==> src/rtl/rom_tgt_pkg.sv <==
package rom_tgt_pkg;

  typedef enum logic [2:0] {
    ST_IDLE,
    ST_ADDR,
    ST_AACK,
    ST_WBYTE,
    ST_WACK,
    ST_RBYTE,
    ST_RACK
  } tgt_state_e;

  // Pointer correction applied before every fetch.
  function automatic logic [15:0] wrap_ptr(input logic [15:0] p, input int unsigned len);
    return ({16'd0, p} >= len) ? 16'd0 : p;
  endfunction

  // Two-of-three vote used by the line filter.
  function automatic logic maj3(input logic [2:0] v);
    return (v[0] & v[1]) | (v[0] & v[2]) | (v[1] & v[2]);
  endfunction

endpackage

==> src/rtl/rom_tgt_filter.sv <==
module rom_tgt_filter
  import rom_tgt_pkg::*;
#(
  parameter int SYNC_STAGES = 2
) (
  input  logic clk,
  input  logic rst_n,
  input  logic raw,
  output logic level,
  output logic rise,
  output logic fall
);
  logic [SYNC_STAGES-1:0] sync_q;
  logic [2:0]             win_q;
  logic                   level_q;

  always_ff @(posedge clk) begin
    if (!rst_n) begin
      sync_q  <= '1;
      win_q   <= '1;
      level   <= 1'b1;
      level_q <= 1'b1;
    end else begin
      sync_q  <= {sync_q[SYNC_STAGES-2:0], raw};
      win_q   <= {win_q[1:0], sync_q[SYNC_STAGES-1]};
      level   <= maj3(win_q);
      level_q <= level;
    end
  end

  assign rise = level & ~level_q;
  assign fall = ~level & level_q;

endmodule

==> src/rtl/rom_tgt_ctrl.sv <==
module rom_tgt_ctrl
  import rom_tgt_pkg::*;
#(
  parameter logic [6:0]          DEV_ADDR = 7'h50,
  parameter int                  IMG_LEN  = 16,
  parameter logic [8*IMG_LEN-1:0] IMG_DATA = '0
) (
  input  logic clk,
  input  logic rst_n,
  input  logic scl_lvl,
  input  logic sda_lvl,
  input  logic scl_rise,
  input  logic scl_fall,
  input  logic start_ev,
  input  logic stop_ev,
  output logic sda_oe,
  output logic done
);
  localparam logic [15:0] LAST_IDX = 16'(IMG_LEN - 1);

  tgt_state_e  state;
  logic [3:0]  bit_cnt;
  logic [7:0]  rx_sh;
  logic [7:0]  tx_sh;
  logic [15:0] ptr;
  logic [1:0]  wr_cnt;
  logic        is_read;
  logic        last_tx;
  logic        ctl_ack;

  logic        byte_full;
  logic        addr_hit;
  logic [15:0] fetch_idx;
  logic [7:0]  fetch_byte;

  assign byte_full = (bit_cnt == 4'd8);
  assign addr_hit  = (rx_sh[7:1] == DEV_ADDR);
  assign fetch_idx = wrap_ptr(ptr, IMG_LEN);

  always_comb fetch_byte = IMG_DATA[{fetch_idx, 3'b000} +: 8];

  always_ff @(posedge clk) begin
    if (!rst_n) begin
      state   <= ST_IDLE;
      bit_cnt <= '0;
      rx_sh   <= '0;
      tx_sh   <= '0;
      ptr     <= '0;
      wr_cnt  <= '0;
      is_read <= 1'b0;
      last_tx <= 1'b0;
      ctl_ack <= 1'b0;
      sda_oe  <= 1'b0;
      done    <= 1'b0;
    end else if (start_ev) begin
      state   <= ST_ADDR;
      bit_cnt <= '0;
      wr_cnt  <= '0;
      sda_oe  <= 1'b0;
    end else if (stop_ev) begin
      state   <= ST_IDLE;
      sda_oe  <= 1'b0;
    end else begin
      unique case (state)
        ST_IDLE: ;
        ST_ADDR: begin
          if (scl_rise) begin
            rx_sh   <= {rx_sh[6:0], sda_lvl};
            bit_cnt <= bit_cnt + 4'd1;
          end else if (scl_fall && byte_full) begin
            bit_cnt <= '0;
            if (addr_hit) begin
              sda_oe  <= 1'b1;
              is_read <= rx_sh[0];
              state   <= ST_AACK;
            end else begin
              state   <= ST_IDLE;
            end
          end
        end
        ST_AACK: begin
          if (scl_fall) begin
            if (is_read) begin
              sda_oe  <= ~fetch_byte[7];
              tx_sh   <= {fetch_byte[6:0], 1'b0};
              bit_cnt <= 4'd1;
              ptr     <= fetch_idx + 16'd1;
              last_tx <= (fetch_idx == LAST_IDX);
              state   <= ST_RBYTE;
            end else begin
              sda_oe  <= 1'b0;
              bit_cnt <= '0;
              state   <= ST_WBYTE;
            end
          end
        end
        ST_WBYTE: begin
          if (scl_rise) begin
            rx_sh   <= {rx_sh[6:0], sda_lvl};
            bit_cnt <= bit_cnt + 4'd1;
          end else if (scl_fall && byte_full) begin
            bit_cnt <= '0;
            if (wr_cnt < 2'd2) begin
              sda_oe <= 1'b1;
              if (wr_cnt == 2'd0) ptr[15:8] <= rx_sh;
              else                ptr[7:0]  <= rx_sh;
              wr_cnt <= wr_cnt + 2'd1;
              state  <= ST_WACK;
            end else begin
              state  <= ST_IDLE;
            end
          end
        end
        ST_WACK: begin
          if (scl_fall) begin
            sda_oe <= 1'b0;
            state  <= ST_WBYTE;
          end
        end
        ST_RBYTE: begin
          if (scl_fall) begin
            if (byte_full) begin
              sda_oe <= 1'b0;
              if (last_tx) done <= 1'b1;
              state  <= ST_RACK;
            end else begin
              sda_oe  <= ~tx_sh[7];
              tx_sh   <= {tx_sh[6:0], 1'b0};
              bit_cnt <= bit_cnt + 4'd1;
            end
          end
        end
        ST_RACK: begin
          if (scl_rise) begin
            ctl_ack <= ~sda_lvl;
          end else if (scl_fall) begin
            if (ctl_ack) begin
              sda_oe  <= ~fetch_byte[7];
              tx_sh   <= {fetch_byte[6:0], 1'b0};
              bit_cnt <= 4'd1;
              ptr     <= fetch_idx + 16'd1;
              last_tx <= (fetch_idx == LAST_IDX);
              state   <= ST_RBYTE;
            end else begin
              state   <= ST_IDLE;
            end
          end
        end
        default: state <= ST_IDLE;
      endcase
    end
  end

  // Output enable may only turn on while SCL is low.
  assert_oe_rise_scl_low_R7: assert property (@(posedge clk) disable iff (!rst_n)
    $rose(sda_oe) |-> !scl_lvl);

  // SDA is driven only in an ACK slot or a read data bit.
  assert_oe_in_drive_state_R5: assert property (@(posedge clk) disable iff (!rst_n)
    sda_oe |-> (state == ST_AACK || state == ST_WACK || state == ST_RBYTE));

  // Written bytes accepted never exceed two.
  assert_wr_count_limit_R3: assert property (@(posedge clk) disable iff (!rst_n)
    wr_cnt <= 2'd2);

  // A STOP leaves the bus released and the engine idle.
  assert_stop_to_idle_R8: assert property (@(posedge clk) disable iff (!rst_n)
    stop_ev |=> (state == ST_IDLE && !sda_oe));

  // Completion flag is sticky.
  assert_done_sticky_R9: assert property (@(posedge clk) disable iff (!rst_n)
    !$fell(done));

endmodule

==> src/rtl/i2c_rom_target.sv <==
module i2c_rom_target
  import rom_tgt_pkg::*;
#(
  parameter logic [6:0]           DEV_ADDR    = 7'h50,
  parameter int                   IMG_LEN     = 16,
  parameter logic [8*IMG_LEN-1:0] IMG_DATA    = 128'h01C0ADDE99667E81F00F3CA521444952,
  parameter int                   SYNC_STAGES = 2
) (
  input  logic clk,
  input  logic rst_n,
  input  logic scl_i,
  input  logic sda_i,
  output logic sda_oe,
  output logic done
);
  localparam int LINES = 2;

  logic [LINES-1:0] raw_v;
  logic [LINES-1:0] lvl_v;
  logic [LINES-1:0] rise_v;
  logic [LINES-1:0] fall_v;

  assign raw_v = {sda_i, scl_i};

  for (genvar g = 0; g < LINES; g++) begin : g_line
    rom_tgt_filter #(.SYNC_STAGES(SYNC_STAGES)) u_filt (
      .clk   (clk),
      .rst_n (rst_n),
      .raw   (raw_v[g]),
      .level (lvl_v[g]),
      .rise  (rise_v[g]),
      .fall  (fall_v[g])
    );
  end

  logic scl_lvl, sda_lvl, scl_rise, scl_fall, start_ev, stop_ev;
  assign scl_lvl  = lvl_v[0];
  assign sda_lvl  = lvl_v[1];
  assign scl_rise = rise_v[0];
  assign scl_fall = fall_v[0];
  assign start_ev = fall_v[1] & scl_lvl;
  assign stop_ev  = rise_v[1] & scl_lvl;

  rom_tgt_ctrl #(
    .DEV_ADDR (DEV_ADDR),
    .IMG_LEN  (IMG_LEN),
    .IMG_DATA (IMG_DATA)
  ) u_ctrl (
    .clk      (clk),
    .rst_n    (rst_n),
    .scl_lvl  (scl_lvl),
    .sda_lvl  (sda_lvl),
    .scl_rise (scl_rise),
    .scl_fall (scl_fall),
    .start_ev (start_ev),
    .stop_ev  (stop_ev),
    .sda_oe   (sda_oe),
    .done     (done)
  );

endmodule

==> config.mk <==
export PLATFORM = sky130hd
export DESIGN_NAME = i2c_rom_target
export DESIGN_NICKNAME = d
export VERILOG_FILES = /design/src/rtl/rom_tgt_pkg.sv /design/src/rtl/rom_tgt_filter.sv /design/src/rtl/rom_tgt_ctrl.sv /design/src/rtl/i2c_rom_target.sv
export SDC_FILE = /design/constraint.sdc
export NUM_CORES = 1
export LEC_CHECK = 0
export BUFFER_PORTS_ARGS = -buffer_cell sky130_fd_sc_hd__buf_2
export CAP_MARGIN = 20
export CORE_MARGIN = 3
export CORE_UTILIZATION = 45
export CTS_BUF_LIST = sky130_fd_sc_hd__clkbuf_4
export CTS_CLUSTER_DIAMETER = 100
export DETAILED_ROUTE_END_ITERATION = 12
export SETUP_SLACK_MARGIN = 0.4
export SYNTH_ARGS = -nofsm -noshare
export SYNTH_HDL_FRONTEND = slang
export SYNTH_SLANG_ARGS = --single-unit
export TNS_END_PERCENT = 5
==> constraint.sdc <==
create_clock -name clk -period 3.75 [get_ports clk]
set_clock_uncertainty 0.15 [all_clocks]
set_input_delay 0.75 -clock clk [delete_from_list [all_inputs] [get_ports clk]]
set_output_delay 0.75 -clock clk [all_outputs]
set_load 0.02 [all_outputs]
== Word-level counts from Yosys, hierarchy flattened ==
Cells that the tools add are included.

* Bits in registers: 60
* Bits of input ports: 4
* Output and inout port bits: 2
* Logic and storage cells: 184

* Add/subtract/negate cells: 3
* $lt $le $gt $ge: 2
* Equal/unequal tests: 38
* Shift operators: 1
* Muxes and demuxes: 68
* Bitwise operators: 27
* Reductions and logical operators: 24

{| class="wikitable"
|+ Operator list
! kind !! count
|-
| 2-to-1 mux 16 bit || 9
|-
| indexed part select 128 x 20 -> 8 bit, first input constant || 1
|-
| 2-to-1 mux 8 bit || 9
|-
| case mux 16 bit (3 select lines) || 1
|-
| 2-to-1 mux 3 bit || 13
|-
| 2-to-1 mux 4 bit || 8
|-
| inequality test 4 x 3 -> 1 bit, second input constant || 7
|-
| inequality test 2 x 1 -> 1 bit, second input constant || 12
|-
| case mux 8 bit (3 select lines) || 1
|-
| AND reduction 12 bit || 2
|-
| 2-to-1 mux 1 bit || 22
|-
| AND reduction 11 bit || 2
|-
| case mux 3 bit (7 select lines) || 1
|-
| adder 16 x 1 -> 16 bit, second input constant || 1
|-
| == test 16 x 4 -> 1 bit, second input constant || 1
|-
| greater-or-equal comparator 16 x 5 -> 1 bit, second input constant || 1
|-
| case mux 4 bit (4 select lines) || 1
|-
| AND reduction 13 bit || 1
|-
| bitwise AND 1 bit || 12
|-
| inequality test 4 bit, second input constant || 3
|-
| AND reduction 6 bit || 2
|-
| NOT 1 bit || 11
|-
| inequality test 2 bit, second input constant || 5
|-
| AND reduction 10 bit || 1
|-
| other kinds (27) || 36
|}

== Depth between registers and ports, before layout ==
Gate-level depths: netlist of the first run.

* Depth after elaboration: 8
* Gate-level depth with buffers: 8
* Mapped depth without buffers: 8

== By module ==
A second synthesis of the first run with hierarchy kept.

* Cells, all modules: 364
* Area total of the unflattened synthesis: 3,221.8 um^2

{| class="wikitable"
|+ By module, submodules not included
! module !! times used !! cells an instance !! area an instance (um^2) !! sequential area each (um^2)
|-
| rom_tgt_ctrl || 1 || 326 || 2,793.9 || 900.9
|-
| rom_tgt_filter || 2 || 18 || 207.7 || 140.1
|-
| i2c_rom_target || 1 || 2 || 12.5 || 0.0
|}

== Least setup slack after synthesis of the first run ==
OpenSTA, ideal clock, no wires.

* Kind: reg2reg
* From: reg u_ctrl.ptr[7]
* To: reg u_ctrl.last_tx
* Setup time: 0.070 ns
* Data arrival time: 1.797 ns
* Data required time: 3.530 ns
* Path slack: 1.732 ns
* Cell stages (with the launch flop): 8
* Buffers on the path: 0
* Period minus slack after synthesis: 2.018 ns
* Cells stage by stage: dfxtp_1 -> nor4_1 -> and3_1 -> and2_1 -> ha_1 -> nand4b_1 -> or3_1 -> a21oi_1

* Word-level cells in the longest chain between the ends: 7
* Elaborated cells between the ends (all ways): 9
* Classes of those cells: order compare: 1; eq/ne: 1; mux: 7

{| class="wikitable"
|+ Ends and longest elaborated chain
! item !! line !! source
|-
| start, declared || rom_tgt_ctrl.sv:25 || <nowiki>logic [15:0] ptr;</nowiki>
|-
| start signal, assigned || rom_tgt_ctrl.sv:87 || <nowiki>ptr <= fetch_idx + 16'd1;</nowiki>
|-
| start signal, assigned || rom_tgt_ctrl.sv:106 || <nowiki>else ptr[7:0] <= rx_sh;</nowiki>
|-
| start signal, assigned || rom_tgt_ctrl.sv:141 || <nowiki>ptr <= fetch_idx + 16'd1;</nowiki>
|-
| greater-or-equal comparator 16 x 5 -> 1 bit || rom_tgt_pkg.sv:15 || <nowiki>return ({16'd0, p} >= len) ? 16'd0 : p;</nowiki>
|-
| 2-to-1 mux 16 bit (*) || rom_tgt_pkg.sv:15 ||
|-
| == test 16 x 4 -> 1 bit (*) || rom_tgt_ctrl.sv:88, rom_tgt_ctrl.sv:142 ||
|-
| 2-to-1 mux 1 bit || rom_tgt_ctrl.sv:137 || <nowiki>if (ctl_ack) begin</nowiki>
|-
| 2-to-1 mux 1 bit || rom_tgt_ctrl.sv:136 || <nowiki>end else if (scl_fall) begin</nowiki>
|-
| 2-to-1 mux 1 bit || rom_tgt_ctrl.sv:134 || <nowiki>if (scl_rise) begin</nowiki>
|-
| case mux 1 bit (2 select lines) (*) || rom_tgt_ctrl.sv:64 || <nowiki>unique case (state)</nowiki>
|-
| end signal, assigned || rom_tgt_ctrl.sv:88 || <nowiki>last_tx <= (fetch_idx == LAST_IDX);</nowiki>
|-
| end signal, assigned || rom_tgt_ctrl.sv:142 || <nowiki>last_tx <= (fetch_idx == LAST_IDX);</nowiki>
|-
| end, declared || rom_tgt_ctrl.sv:28 || <nowiki>logic last_tx;</nowiki>
|}

Every way passes the cells marked *; elsewhere a longest branch is shown, timed or not. The select of a mux whose other input is x is not followed.
A chain may end at the register's enable or synchronous reset.

== Worst setup path after layout of the first run ==
* From: reg u_ctrl.state[0]
* To: reg u_ctrl.tx_sh[5]

* Word-level cells in the longest chain between the ends: 3
* Elaborated cells between the ends (all ways): 13
* Classes of those cells: eq/ne: 10; mux: 1; reduce/logical: 2

{| class="wikitable"
|+ Ends and longest elaborated chain
! item !! line !! source
|-
| start, declared || rom_tgt_ctrl.sv:21 || <nowiki>tgt_state_e state;</nowiki>
|-
| start signal, assigned || rom_tgt_ctrl.sv:44 || <nowiki>state <= ST_IDLE;</nowiki>
|-
| start signal, assigned || rom_tgt_ctrl.sv:56 || <nowiki>state <= ST_ADDR;</nowiki>
|-
| start signal, assigned || rom_tgt_ctrl.sv:61 || <nowiki>state <= ST_IDLE;</nowiki>
|-
| == test 3 bit / == test 3 x 2 -> 1 bit (equally long branches) || rom_tgt_ctrl.sv:64 ||
|-
| inequality test 2 x 1 -> 1 bit (no source line), or another cell as far along || n/a ||
|-
| AND reduction 10 bit (no source line) || n/a ||
|-
| end signal, assigned || rom_tgt_ctrl.sv:85 || <nowiki>tx_sh <= {fetch_byte[6:0], 1'b0};</nowiki>
|-
| end signal, assigned || rom_tgt_ctrl.sv:128 || <nowiki>tx_sh <= {tx_sh[6:0], 1'b0};</nowiki>
|-
| end signal, assigned || rom_tgt_ctrl.sv:139 || <nowiki>tx_sh <= {fetch_byte[6:0], 1'b0};</nowiki>
|-
| end, declared || rom_tgt_ctrl.sv:24 || <nowiki>logic [7:0] tx_sh;</nowiki>
|}

Parallel ways exist; a longest one is shown, timed or not.

==> impl_metrics.py, run 1 <==
metrics = {
    "route": {
        "drt_wl_total_um": 6900,
        "first_iter_violations": 268,
        "wl_per_cell_um": 16.0,
        "via_per_inst": 5.86,
        "drc": 0,
        "drtPass1Iterations": 4,
        "ant_nets": 0,
        "vias": 2524,
    },
    "setup_path": {
        "reg2reg_slack_ps": 1230,
        "required_ps": 3900,
        "critPathArrivalTime_ps": 2670,
        "r2r.worst_path.cells": 5,
        "path_depth": 5,
        "crit_path_end_kind": "flip-flop",
        "cp_slowest_cell": "dfxtp_1",
        "cp_slowest_stage_delay_ps": 770,
        "path_class": "reg2reg",
        "critPathTopFamily": "simple AND/OR/NAND/NOR gates",
        "cp_num_buf_inv": 0,
        "critPathMaxFanout": 24,
        "startpoint_type": "flip-flop",
        "crit_chain": "and2b_1, a22o_1, nor4_4, nand2_1, o2111a_1",
    },
    "power": {
        "internal_power_mw": 0.761,
        "pwr-share-clk_pct": 35.8,
        "switching_power_mw": 0.249,
        "power.density_nw_per_um2": 316,
        "peakVddDrop_mv": 0.231,
        "switching_share_pct": 24.7,
        "sequentialPowerShare_pct": 62.4,
        "leakagePower_nw": 1.15,
        "comb_power_share_pct": 1.8,
        "design_power_total_mw": 1.01,
    },
    "synth": {
        "synthDominantCellAreaShare_pct": 38.0,
        "synth_fp_nets": 361,
        "ys_ff_latch": 59,
        "synth-async-reset-ratio_pct": 0,
        "synth_top_cell_by_area": "dfxtp_1",
        "syn_inst": 353,
        "yosys_most_used_dff": "dfxtp_1",
        "synth_area_leaders": "dfxtp_1 38%, a21oi_1 5.6%, mux2i_1 4.2%",
        "synth_area_sq_um": 3100,
        "yosys_warnings": 0,
        "synth_cell_types": 67,
        "synth.avg_cell_area_sq_um": 8.79,
        "synth-edff-count": 0,
        "ys_top_cells_by_count": "59 x dfxtp_1, 35 x a21oi_1, 31 x nor2_1",
        "ys_seq_area_share_pct": 38.0,
        "yosysMostFrequentCell": "dfxtp_1",
    },
    "global_routing": {
        "grt_max_degree": 26,
        "grt_overflow": 0,
        "track_usage_pct": 19.1,
        "grt_pass1_wl_um": 11500,
        "grt_pass1_vias": 2260,
        "grt_antenna_before_repair": 0,
    },
    "sta": {
        "period_share_pct": 67.3,
        "slew-limit-headroom_pct": 44.5,
        "final_hold_viol_count": 0,
        "rsz0062_at_grt": "false",
        "slew_viol_final": 0,
        "tightest_slew_ps": 824,
        "post-route-min-period_ps": 2520,
        "fmax_ghz": 0.396,
        "fin_tns_setup_ps": 0,
        "timing.final.setup_violations": 0,
    },
    "placed_design": {
        "gp_congestion": 0.949,
        "dp_hpwl_um": 4870,
        "numPortBuffers": 5,
    },
    "clock_network": {
        "cts_setup_buffers": 0,
        "clock-root-buffer": "clkbuf_4",
        "clock_sinks": 59,
        "clk_path_buf_depth": 2,
        "cts_tree": "done",
        "clk_latency_ps": 400,
        "cts_hold_buf": 0,
        "cts_resized": 0,
        "cts-htree-levels": 3,
        "clkTransAtPathRegs_ps": 110,
        "numCtsBuffers": 9,
    },
    "cells_and_area": {
        "drive_above_1_share_pct": 11.3,
        "nNetsFinal": 358,
        "area_growth_pct": 2.86,
        "n_antenna_cell": 0,
    },
    "die": {
        "die_area_sq_um": 7930,
        "rows": 29,
        "num_io_pins": 6,
        "core_sq_um": 6530,
        "die_w_um": 89.1,
        "initial_core_util_pct": 47.5,
        "dieHeight_um": 89.1,
    },
    "job": {
        "drv_cap": 0,
    },
    "worst_hold_path": {
        "hold_depth": 1,
        "min_path_type": "reg2reg",
    },
    "outcome": {
        "status": "complete, no violations",
    },
}
worst paths after layout:
| path | start | to |
|---|---|---|
| worst max-delay path | u_ctrl.state[0] | u_ctrl.tx_sh[5] |
| worst min-delay path | g_line[1].u_filt.sync_q[1] | g_line[1].u_filt.win_q[0] |
| worst min register to register | g_line[1].u_filt.sync_q[1] | g_line[1].u_filt.win_q[0] |
| worst max register to register | u_ctrl.state[0] | u_ctrl.tx_sh[5] |
cells in the final DEF, fill, tap and decap left out, types with 10 or more instances in the layout:
| cell type | Yosys | final |
|---|---|---|
| nand2b_1 | 14 | 14 |
| nand2_1 | 19 | 19 |
| a22o_1 | 10 | 10 |
| o21ai_0 | 21 | 21 |
| dfxtp_1 | 59 | 59 |
| mux2i_1 | 13 | 13 |
| nor2_1 | 31 | 31 |
| a21oi_1 | 35 | 35 |
registers in the layout (all words and copies together), names as in the netlist:
signal	flops
u_ctrl.state	3
u_ctrl.sda_oe	1
u_ctrl.done	1
g_line.u_filt.sync_q	4
g_line.u_filt.level_q	2
u_ctrl.bit_cnt	4
u_ctrl.wr_cnt	2
g_line.u_filt.win_q	6
u_ctrl.last_tx	1
g_line.u_filt.level	2
u_ctrl.ptr	16
u_ctrl.ctl_ack	1
u_ctrl.rx_sh	8
u_ctrl.tx_sh	7
u_ctrl.is_read	1
through the flow:
stage | utilization, % | cell area, sq um | setup slack, ps | hold slack [ps] | instances
after floorplan | - | 3100 | 1730 | 236 | 353
after global placement | 47.3 | 3090 | 1240 | 238 | 416
after detailed placement | 47.3 | 3090 | 1240 | 246 | 416
after CTS | 48.9 | 3190 | 1210 | 270 | 431
after global routing | 48.9 | 3190 | 1010 | 284 | 431
final | 48.9 | 3190 | 1230 | 265 | 431
area by class of cell:
cell class                      count  area (sq um)
Fill cell                         631          3340
Inverter                            7          26.3
Clock inverter                      6          33.8
Clock buffer                        9          67.6
Timing Repair Buffer                6          32.5
Multi-Input combinational cell    267          1760
Sequential cell                    59          1180
Tap cell                           77          96.3
power groups by stage:
stage | sequential (mW) | clock (mW) | combinational [mW]
3_5_place_dp | 0.645 | 0 | 0.0182
5_1_grt | 0.631 | 0.407 | 0.0203
6_report | 0.631 | 0.361 | 0.0183
4_1_cts | 0.631 | 0.376 | 0.0184
3_3_place_gp | 0.645 | 0 | 0.0184
2_1_floorplan | 0.645 | 0 | 0.0136
worst reg2reg max path, cell delays in order (launching register included):
cell	delay [ps]
dfxtp_1	770
and2b_1	310
a22o_1	280
nor4_4	630
nand2_1	110
o2111a_1	160
per-layer routing:
| layer | track usage (%) | vias to the layer above | share of wire, % |
|---|---|---|---|
| met5 | 0 | - | 0 |
| met4 | 8.39 | 0 | 1.8 |
| met3 | 5.62 | 13 | 4.8 |
| met2 | 27.0 | 55 | 44 |
| met1 | 26.8 | 1165 | 50 |
| li1 | - | 1291 | - |
kinds of logic after synthesis:
family	count (synthesis)	share of synthesized area [%]
AOI/OAI and AO/OA	103	22.0
xor gates and xnor gates	8	2.26
adders and majority gates	4	1.61
buffers and inverters	27	5.40
DFF	59	38.0
muxes	14	4.55
and+or+nand+nor	138	26.2
Note: power is estimated with default switching activity, not from simulation.
==> run 2, diff against run 1 <==
==> constraint.sdc (replaced) <==
create_clock -name clk -period 2.3 [get_ports clk]
set_clock_uncertainty 0.15 [all_clocks]
set_input_delay 0.46 -clock clk [delete_from_list [all_inputs] [get_ports clk]]
set_output_delay 0.46 -clock clk [all_outputs]
set_load 0.02 [all_outputs]
==> run 2 against run 1 <==
- critical path depth up 2
- count of clock-buffer cells in the layout unchanged
- combinational power up 86%
- register-to-register slack worse by 1000 ps
- sequential share of layout area down 3.8 points
==> impl_metrics.py, run 2 (synthesis gave the netlist of run 1 again) <==
metrics = {
    "cells_and_area": {
        "final_cell_mix": "53 x dfxtp_1, 34 x a21oi_1, 30 x nor2_1, 28 x buf_4, 21 x o21ai_0",
        "largest_register": "u_ctrl.ptr",
        "n_antenna_cell": 0,
        "fin_area_sq_um": 3590,
        "area_growth_pct": 15.7,
        "drive_above_1_share_pct": 23.0,
        "nNetsFinal": 386,
        "final_cells": 460,
        "fillers": 603,
        "largest_reg_flops": 16,
        "final_common_cell": "dfxtp_1",
        "top_regs": "u_ctrl.ptr x16, u_ctrl.rx_sh x8, u_ctrl.tx_sh x7",
    },
    "placed_design": {
        "gp_congestion": 0.918,
        "dp_hpwl_um": 5250,
        "place_ws_ps": 41.3,
        "placed_cells_incl_taps": 436,
        "numPortBuffers": 5,
        "placed_area_sq_um": 3250,
    },
    "global_routing": {
        "grt_pass1_vias": 2458,
        "track_usage_pct": 19.8,
        "grt_max_degree": 25,
        "grt_pass1_wl_um": 12000,
        "grt_antenna_before_repair": 0,
        "grt_overflow": 0,
    },
    "setup_path": {
        "critPathTopFamily": "simple AND/OR/NAND/NOR gates",
        "timing.rr.start": "u_ctrl.ptr[7]",
        "critPathMaxFanout": 2,
        "critPathArrivalTime_ps": 2290,
        "worst_r2r_endpoint": "u_ctrl.last_tx",
        "startpoint_type": "flip-flop",
        "crit_chain": "nor4_4, and3_4, and2_4, ha_4, nand4b_1, or3_1, a21oi_2",
        "cp_slowest_cell": "or3_1",
        "cp_slowest_stage_delay_ps": 420,
        "r2r.worst_path.cells": 7,
        "path_class": "reg2reg",
        "reg2reg_slack_ps": 210,
        "crit_path_end_kind": "flip-flop",
        "cp_num_buf_inv": 0,
        "required_ps": 2500,
    },
    "die": {
        "dieHeight_um": 89.1,
        "num_io_pins": 6,
        "core_sq_um": 6530,
        "die_w_um": 89.1,
        "initial_core_util_pct": 47.5,
        "die_area_sq_um": 7930,
        "rows": 29,
    },
    "route": {
        "wl_per_cell_um": 16.1,
        "vias": 2712,
        "via_per_inst": 5.90,
        "first_iter_violations": 188,
        "highest_layer": "met4",
        "ant_nets": 0,
        "route.met2.wl_um": 3320,
        "met1_length_um": 3660,
        "drt_wl_total_um": 7430,
        "drc": 0,
        "drtPass1Iterations": 7,
        "wl_met3_um": 347,
    },
    "clock_network": {
        "clk_path_buf_depth": 2,
        "cts_tree": "done",
        "clk_latency_ps": 400,
        "clkTransAtPathRegs_ps": 110,
        "clock_sinks": 59,
        "cts_hold_buf": 0,
        "clock-root-buffer": "clkbuf_4",
        "numCtsBuffers": 9,
        "cts-htree-levels": 3,
    },
    "power": {
        "peakVddDrop_mv": 0.331,
        "power.density_nw_per_um2": 539,
        "leakagePower_nw": 1.36,
    },
    "sta": {
        "final_hold_viol_count": 0,
        "fmax_ghz": 0.479,
        "slew-limit-headroom_pct": 38.6,
        "post-route-min-period_ps": 2090,
        "tightest_slew_ps": 912,
        "rsz0062_at_grt": "true",
        "slew_viol_final": 0,
        "fin_tns_setup_ps": 0,
        "setup_ws_ps": 211,
        "timing.final.setup_violations": 0,
        "period_share_pct": 90.8,
    },
    "job": {
        "drv_cap": 0,
    },
    "worst_hold_path": {
        "holdPathEnd": "g_line[0].u_filt.sync_q[0]",
        "hold_depth": 2,
        "min_path_type": "in2reg",
        "hp-start": "scl_i",
    },
    "outcome": {
        "status": "complete, no violations",
    },
}
[run 2: cell types whose count changed in the layout (fill, tap and decap cells not counted), sizes merged]
cell	delta
buf	+28
bufinv	+2
clkinv	-2
inv	+1
[run 2: worst reg2reg max path: stages (launching register included)]
cell      delay [ps]
dfxtp_2          350
nor4_4           330
and3_4           250
and2_4           150
ha_4             130
nand4b_1         130
or3_1            420
a21oi_2          130
[run 2: routing by layer]
metal / track usage [%] / vias to the layer above
li1: - / 1349
met1: 27.7 / 1282
met2: 29.9 / 71
met3: 4.42 / 10
met4: 7.04 / 0
met5: 0 / -
[run 2: area by class of cell]
cell class	instances	area [sq um]	area share, %
Inverter	7	26.3	0.732
Clock buffer	9	67.6	1.88
Timing Repair Buffer	34	246	6.86
Sequential cell	59	1190	33.2
Multi-Input combinational cell	267	1860	51.8
Clock inverter	7	101	2.82
Tap cell	77	96.3	2.68
[run 2: report_power, final]
group	switching (mW)	internal, mW
clock network	0.428	0.447
registers	0.00172	1.02
logic	0.0232	0.0108
total	0.453	1.48
[run 2: stage by stage]
stage / power [mW] / util [%] / hold WS (ps)
4_1_cts: 1.96 / 53.4 / 59.7
2_1_floorplan: 1.07 / - / 236
3_3_place_gp: 1.08 / 49.8 / 239
5_1_grt: 2.00 / 55.0 / 55.8
3_5_place_dp: 1.09 / 49.8 / 241
6_report: 1.93 / 55.0 / 84.7
[run 2: what timing repair did]
item	4_1_cts	5_1_grt
gates resized for setup	8	17
endpoints found under the setup margin	32	40
pin swaps	7	7
buffers inserted	4	4
[run 2: how the worst max path moves through the flow]
stage,endpoint,start,depth (start not counted)
after global routing,u_ctrl.last_tx,u_ctrl.ptr[7],7
after floorplan,u_ctrl.bit_cnt[2],u_ctrl.bit_cnt[0],7
after global placement,u_ctrl.ptr[4],u_ctrl.ptr[7],8
final,u_ctrl.last_tx,u_ctrl.ptr[7],7
after detailed placement,u_ctrl.ptr[4],u_ctrl.ptr[7],8
after CTS,u_ctrl.ptr[4],u_ctrl.ptr[9],8
